==> src/rtl/txq_pkg.sv <==
package txq_pkg;
  timeunit 1ns;
  timeprecision 1ps;

  localparam int WORD_W = 32;
  localparam int LEN_W  = 16;
  localparam int OFS_W  = 2;
  localparam int CMD_W  = LEN_W + OFS_W;
  localparam int BYTES  = WORD_W / 8;

  // Offset sits above length: bits 17:16 and 15:0 of the command word.
  typedef struct packed {
    logic [OFS_W-1:0] ofs;
    logic [LEN_W-1:0] len;
  } txq_cmd_t;

  typedef enum logic [1:0] {
    ST_IDLE  = 2'd0,
    ST_CMD   = 2'd1,
    ST_FETCH = 2'd2,
    ST_SEND  = 2'd3
  } txq_state_t;
endpackage

==> src/rtl/txq_fifo.sv <==
module txq_fifo #(
  parameter int WIDTH = 32,
  parameter int DEPTH = 64
) (
  input  logic                         clk,
  input  logic                         rst,
  input  logic                         clr,
  input  logic                         wr_en,
  input  logic [WIDTH-1:0]             wr_data,
  input  logic                         rd_en,
  output logic [WIDTH-1:0]             rd_data,
  output logic [$clog2(DEPTH+1)-1:0]   count,
  output logic                         full,
  output logic                         empty
);
  timeunit 1ns;
  timeprecision 1ps;

  localparam int AW = $clog2(DEPTH);
  localparam int CW = $clog2(DEPTH+1);

  logic [WIDTH-1:0] mem [DEPTH];
  logic [AW-1:0]    wp, rp;
  logic             wr_ok, rd_ok;

  assign full  = (count == CW'(DEPTH));
  assign empty = (count == '0);
  assign wr_ok = wr_en && !full;
  assign rd_ok = rd_en && !empty;

  // Storage without reset and with a registered read port, so it maps to RAM.
  always_ff @(posedge clk) begin
    if (wr_ok) mem[wp] <= wr_data;
  end

  always_ff @(posedge clk) begin
    if (rd_ok) rd_data <= mem[rp];
  end

  always_ff @(posedge clk) begin
    if (rst || clr) begin
      wp    <= '0;
      rp    <= '0;
      count <= '0;
    end else begin
      if (wr_ok) wp <= wp + 1'b1;
      if (rd_ok) rp <= rp + 1'b1;
      count <= count + CW'(wr_ok) - CW'(rd_ok);
    end
  end
endmodule

==> src/rtl/txq_unpacker.sv <==
module txq_unpacker
  import txq_pkg::*;
(
  input  logic              clk,
  input  logic              rst,
  input  logic              clr,
  input  logic              cmd_empty,
  output logic              cmd_rd,
  input  txq_cmd_t          cmd_word,
  input  logic              data_empty,
  output logic              data_rd,
  input  logic [WORD_W-1:0] data_word,
  output logic              out_valid,
  output logic [7:0]        out_byte,
  output logic              out_last,
  input  logic              out_ready
);
  timeunit 1ns;
  timeprecision 1ps;

  localparam int IW = $clog2(BYTES);

  txq_state_t     st;
  logic [LEN_W-1:0] rem;
  logic [IW-1:0]    idx;

  always_comb begin
    cmd_rd    = (st == ST_IDLE)  && !cmd_empty;
    data_rd   = (st == ST_FETCH) && !data_empty;
    out_valid = (st == ST_SEND);
    out_byte  = data_word[{idx, 3'b000} +: 8];
    out_last  = out_valid && (rem == LEN_W'(1));
  end

  always_ff @(posedge clk) begin
    if (rst || clr) begin
      st  <= ST_IDLE;
      rem <= '0;
      idx <= '0;
    end else begin
      case (st)
        ST_IDLE:  if (!cmd_empty) st <= ST_CMD;
        ST_CMD: begin
          rem <= cmd_word.len;
          idx <= IW'(cmd_word.ofs);
          st  <= (cmd_word.len == '0) ? ST_IDLE : ST_FETCH;
        end
        ST_FETCH: if (!data_empty) st <= ST_SEND;
        ST_SEND: begin
          if (out_ready) begin
            rem <= rem - 1'b1;
            if (rem == LEN_W'(1)) begin
              st  <= ST_IDLE;
            end else if (idx == IW'(BYTES-1)) begin
              idx <= '0;
              st  <= ST_FETCH;
            end else begin
              idx <= idx + 1'b1;
            end
          end
        end
        default: st <= ST_IDLE;
      endcase
    end
  end
endmodule

==> src/rtl/tx_frame_queue.sv <==
module tx_frame_queue
  import txq_pkg::*;
#(
  parameter int DATA_DEPTH = 64,
  parameter int CMD_DEPTH  = 8
) (
  input  logic                              clk,
  input  logic                              rst,
  input  logic                              flush,
  input  logic                              data_wr,
  input  logic [31:0]                       data_in,
  input  logic                              cmd_wr,
  input  logic [17:0]                       cmd_in,
  input  logic [$clog2(DATA_DEPTH+1)-1:0]   ae_level,
  output logic [$clog2(DATA_DEPTH+1)-1:0]   word_count,
  output logic                              almost_empty,
  output logic                              data_full,
  output logic                              cmd_full,
  output logic                              overflow,
  output logic                              out_valid,
  output logic [7:0]                        out_byte,
  output logic                              out_last,
  input  logic                              out_ready
);
  timeunit 1ns;
  timeprecision 1ps;

  localparam int CCW = $clog2(CMD_DEPTH+1);

  logic              cmd_empty, data_empty, cmd_rd, data_rd;
  logic [CMD_W-1:0]  cmd_q;
  logic [WORD_W-1:0] data_q;
  logic [CCW-1:0]    cmd_count;
  txq_cmd_t          cmd_s;

  txq_fifo #(.WIDTH(WORD_W), .DEPTH(DATA_DEPTH)) data_q_i (
    .clk(clk), .rst(rst), .clr(flush),
    .wr_en(data_wr && !flush), .wr_data(data_in),
    .rd_en(data_rd), .rd_data(data_q),
    .count(word_count), .full(data_full), .empty(data_empty)
  );

  txq_fifo #(.WIDTH(CMD_W), .DEPTH(CMD_DEPTH)) cmd_q_i (
    .clk(clk), .rst(rst), .clr(flush),
    .wr_en(cmd_wr && !flush), .wr_data(cmd_in),
    .rd_en(cmd_rd), .rd_data(cmd_q),
    .count(cmd_count), .full(cmd_full), .empty(cmd_empty)
  );

  assign cmd_s = txq_cmd_t'(cmd_q);

  txq_unpacker unpack_i (
    .clk(clk), .rst(rst), .clr(flush),
    .cmd_empty(cmd_empty), .cmd_rd(cmd_rd), .cmd_word(cmd_s),
    .data_empty(data_empty), .data_rd(data_rd), .data_word(data_q),
    .out_valid(out_valid), .out_byte(out_byte), .out_last(out_last),
    .out_ready(out_ready)
  );

  assign almost_empty = (word_count <= ae_level);

  always_ff @(posedge clk) begin
    if (rst) overflow <= 1'b0;
    else     overflow <= !flush && ((data_wr && data_full) || (cmd_wr && cmd_full));
  end
endmodule

==> config.mk <==
export PLATFORM = sky130hd
export DESIGN_NAME = tx_frame_queue
export DESIGN_NICKNAME = d
export VERILOG_FILES = /design/src/rtl/txq_pkg.sv /design/src/rtl/txq_fifo.sv /design/src/rtl/txq_unpacker.sv /design/src/rtl/tx_frame_queue.sv
export SDC_FILE = /design/constraint.sdc
export NUM_CORES = 2
export LEC_CHECK = 0
export BUFFER_PORTS_ARGS = -buffer_cell sky130_fd_sc_hd__buf_2
export CAP_MARGIN = 30
export CORE_MARGIN = 1
export CORE_UTILIZATION = 60
export DETAILED_ROUTE_END_ITERATION = 16
export PLACE_DENSITY = 0.77
export SYNTH_ARGS = -nofsm -noshare
export SYNTH_HDL_FRONTEND = slang
export SYNTH_SLANG_ARGS = --single-unit
export TNS_END_PERCENT = 30
==> constraint.sdc <==
create_clock -name clk -period 7.8 [get_ports clk]
set_input_delay 0 -clock clk [delete_from_list [all_inputs] [get_ports clk]]
set_output_delay 0 -clock clk [all_outputs]
set_load 0.05 [all_outputs]
==> impl_metrics.csv <==
group,metric,value,unit
run_status,outcome,"completed",
floorplan,dieArea,149000,sq um
clock_tree,ctsHtreeMaxLevel,4,
floorplan,die_h,386,microns
flow_run,drv_cap,0,
global_route,first_global_vias,45000,
sta,timing.fmax,230,MHz
synthesis,synth_xor_area_share,0.207,%
worst_hold_path,whs_path_depth,5,
synthesis,synth-compound-area-share,3.12,%
clock_tree,postCtsSetupBuffers,0,
drt,first_pass_iters,6,
floorplan,die_w,386,microns
final_layout,mostFrequentLayoutCell,"edfxtp_1",
floorplan,core-area,146000,sq um
power,p_leak,30.6,nW
clock_tree,clock-sinks,2292,
drt,drt_iter0_drc,7189,
setup_path,required,8270,ps
sta,whs,207,ps
final_layout,synthToLayoutAreaGrowth,13.0,%
placed_design,io_buffers,83,
sta,fin_crit,4340,ps
drt,ant_nets,0,
placed_design,dpl_worst_slack,3590,ps
sta,hold_viol,0,
synthesis,avgSynthCellArea,21.5,sq um
placed_design,dp_hpwl,128000,microns
synthesis,synth-edff-count,2242,
placed_design,routabilityCongestion,0.909,
synthesis,seq_area_frac_synth,77.0,%
setup_path,arrival,4820,ps
global_route,global_route.overflow_total,0,
clock_tree,cts.clk_slew.worst_paths,60,ps
setup_path,crit_fanout,17,
synthesis,yosysWarnings,0,
sta,fin_crit_sh,55.7,%
synthesis,ys.flop_type,"edfxtp_1",
synthesis,synth_simple_gate_area_share,1.98,%
final_layout,fin_cells,6543,
final_layout,final_nets,4538,
worst_hold_path,hold_class,"input pin to register",
sta,rsz0062_at_grt,"no",
floorplan,rows,140,
clock_tree,cts_buffer_depth,3,
global_route,antenna_found_initial,11,
sta,maxSlewHeadroom,25.0,%
sta,setup_viol,0,
global_route,grt_max_degree,109,
setup_path,worstSetupPathType,"register to register",
final_layout,fillers,8572,
sta,finClkSkew,50.5,ps
synthesis,ys_ff_latch,2292,
clock_tree,ctsHoldBuffers,77,
clock_tree,clk_latency,850,ps
setup_path,regToRegSetupSlack,3460,ps
power,powerDensity,250,nW/um^2
drt,drc,0,
clock_tree,cts_tree,"built",
drt,drt_wl_total,229000,microns
synthesis,async_flop_share,0,%
setup_path,endpoint_kind,"register",
synthesis,synthesis.area,88700,sq um
global_route,gr-usage-all-layers,30.9,%
clock_tree,cts-buffers-inserted,213,
final_layout,final_cell_mix,"2242 x edfxtp_1, 504 x mux4_2, 216 x clkbuf_16",
floorplan,initial_core_util,60.7,%
power,peakVddDrop,0.224,mV
final_layout,layout-drive-gt1-share,26.0,%
setup_path,reg2regPathDepth,9,
placed_design,dp.cells,6066,
clock_tree,cts-root-buf,"clkbuf_16",
synthesis,syn_nets,4222,
drt,drt-vias-per-instance,6.94,
drt,vias,45400,
synthesis,synthCells,4128,
sta,setup-tns-final,0,ps
global_route,grt_first_pass_wirelength,326000,microns
final_layout,post-route-util,68.6,%
synthesis,synth_top_family_by_area,"multiplexers",
synthesis,synth_mux_area_share,15.5,%
sta,tightest_slew,1110,ps
floorplan,io_pins,84,
clock_tree,cts_resized,0,
synthesis,yosysUniqueCellTypes,76,
sta,setup_ws,3460,ps
setup_path,worst_setup_path_start_kind,"register",
sta,finalMaxSlewViolations,0,
drt,routedWlPerCell,35.0,microns
synthesis,synth_fa_ha_area_share,0.454,%
[metal layers]
metal,vias to the layer above,wire length (microns),GRT usage (%),share of wire [%]
li1,17900,-,-,-
met4,6,11900,14.3,5.2
met3,608,29200,8.01,13
met1,23500,80400,42.1,35
met2,3435,107000,47.4,47
met5,-,52,0.162,0.023
[worst paths after layout]
| kind | start | end |
|---|---|---|
| worst max-delay path | data_q_i.count[4]$_SDFF_PP0_ | data_q_i.mem[30][0]$_DFFE_PP_ |
| worst min-delay path | cmd_wr | cmd_q_i.wp[1]$_SDFFE_PP0P_ |
| worst max register to register | data_q_i.count[4]$_SDFF_PP0_ | data_q_i.mem[30][0]$_DFFE_PP_ |
| worst min register to register | unpack_i.rem[14]$_SDFFE_PP0P_ | unpack_i.rem[14]$_SDFFE_PP0P_ |
[critical path, cell delays in order (launching register included)]
cell	delay [ps]
dfxtp_1	390
inv_1	80
ha_1	200
nor4bb_1	140
and2_0	240
nand2b_1	360
nor3_1	480
nand3_1	780
nor2_4	820
buf_4	430
[cell type report]
| type | instances | area [sq um] | area share [%] |
|---|---|---|---|
| antenna | 5 | 12.5 | 0.0125 |
| tap | 1917 | 2400 | 2.39 |
| clock buffer | 264 | 5700 | 5.68 |
| multi-input combinational | 1570 | 19400 | 19.3 |
| sequential | 2292 | 68300 | 68.2 |
| inverter | 36 | 135 | 0.135 |
| clock inverter | 128 | 1220 | 1.22 |
| timing repair buffer | 331 | 3040 | 3.04 |
[state kept, by name, summed over array words and instances, names as in the netlist, 2 cells and up]
name,cells
data_q_i.count,7
cmd_q_i.rd_data,18
data_q_i.rd_data,32
unpack_i.idx,2
cmd_q_i.wp,3
data_q_i.rp,6
data_q_i.wp,6
cmd_q_i.count,4
data_q_i.mem,2048
unpack_i.st,2
unpack_i.rem,16
cmd_q_i.mem,144
cmd_q_i.rp,3
[logic make-up (layout without fill, tap and decap cells)]
group | Yosys count | count (layout)
compound gates | 397 | 397
xor+xnor | 21 | 21
fa+ha+maj | 31 | 31
buf+inv | 266 | 759
flops | 2292 | 2292
mux | 725 | 725
other cells | 0 | 5
simple gates | 396 | 396
[Yosys cell counts, drive strengths merged, types with 28 or more instances]
cell / number / area (sq um)
mux2i: 183 / 1830
clkbuf: 92 / 345
o221ai: 28 / 245
mux4: 512 / 11600
buf: 138 / 1030
mux2: 30 / 338
a2111oi: 30 / 313
ha: 29 / 363
edfxtp: 2242 / 67300
inv: 32 / 120
o21ai: 54 / 270
nor2: 146 / 548
nand2: 139 / 522
a21oi: 97 / 485
o22ai: 47 / 294
dfxtp: 50 / 1000
[through the flow]
stage | power (mW) | area [sq um]
5_1_grt | 25.7 | 100000
6_report | 25.1 | 100000
4_1_cts | 25.1 | 100000
2_1_floorplan | 14.5 | 88700
3_5_place_dp | 15.0 | 92500
3_3_place_gp | 14.9 | 91700
[report_power, final]
group / switching (mW) / internal (mW) / leakage (nW)
sequential: 0.0786 / 13.6 / 20.6
clock: 4.49 / 5.84 / 3.39
combinational: 0.663 / 0.370 / 6.62
total: 5.23 / 19.9 / 30.6
No activity file was read; power rests on OpenSTA's default activity.
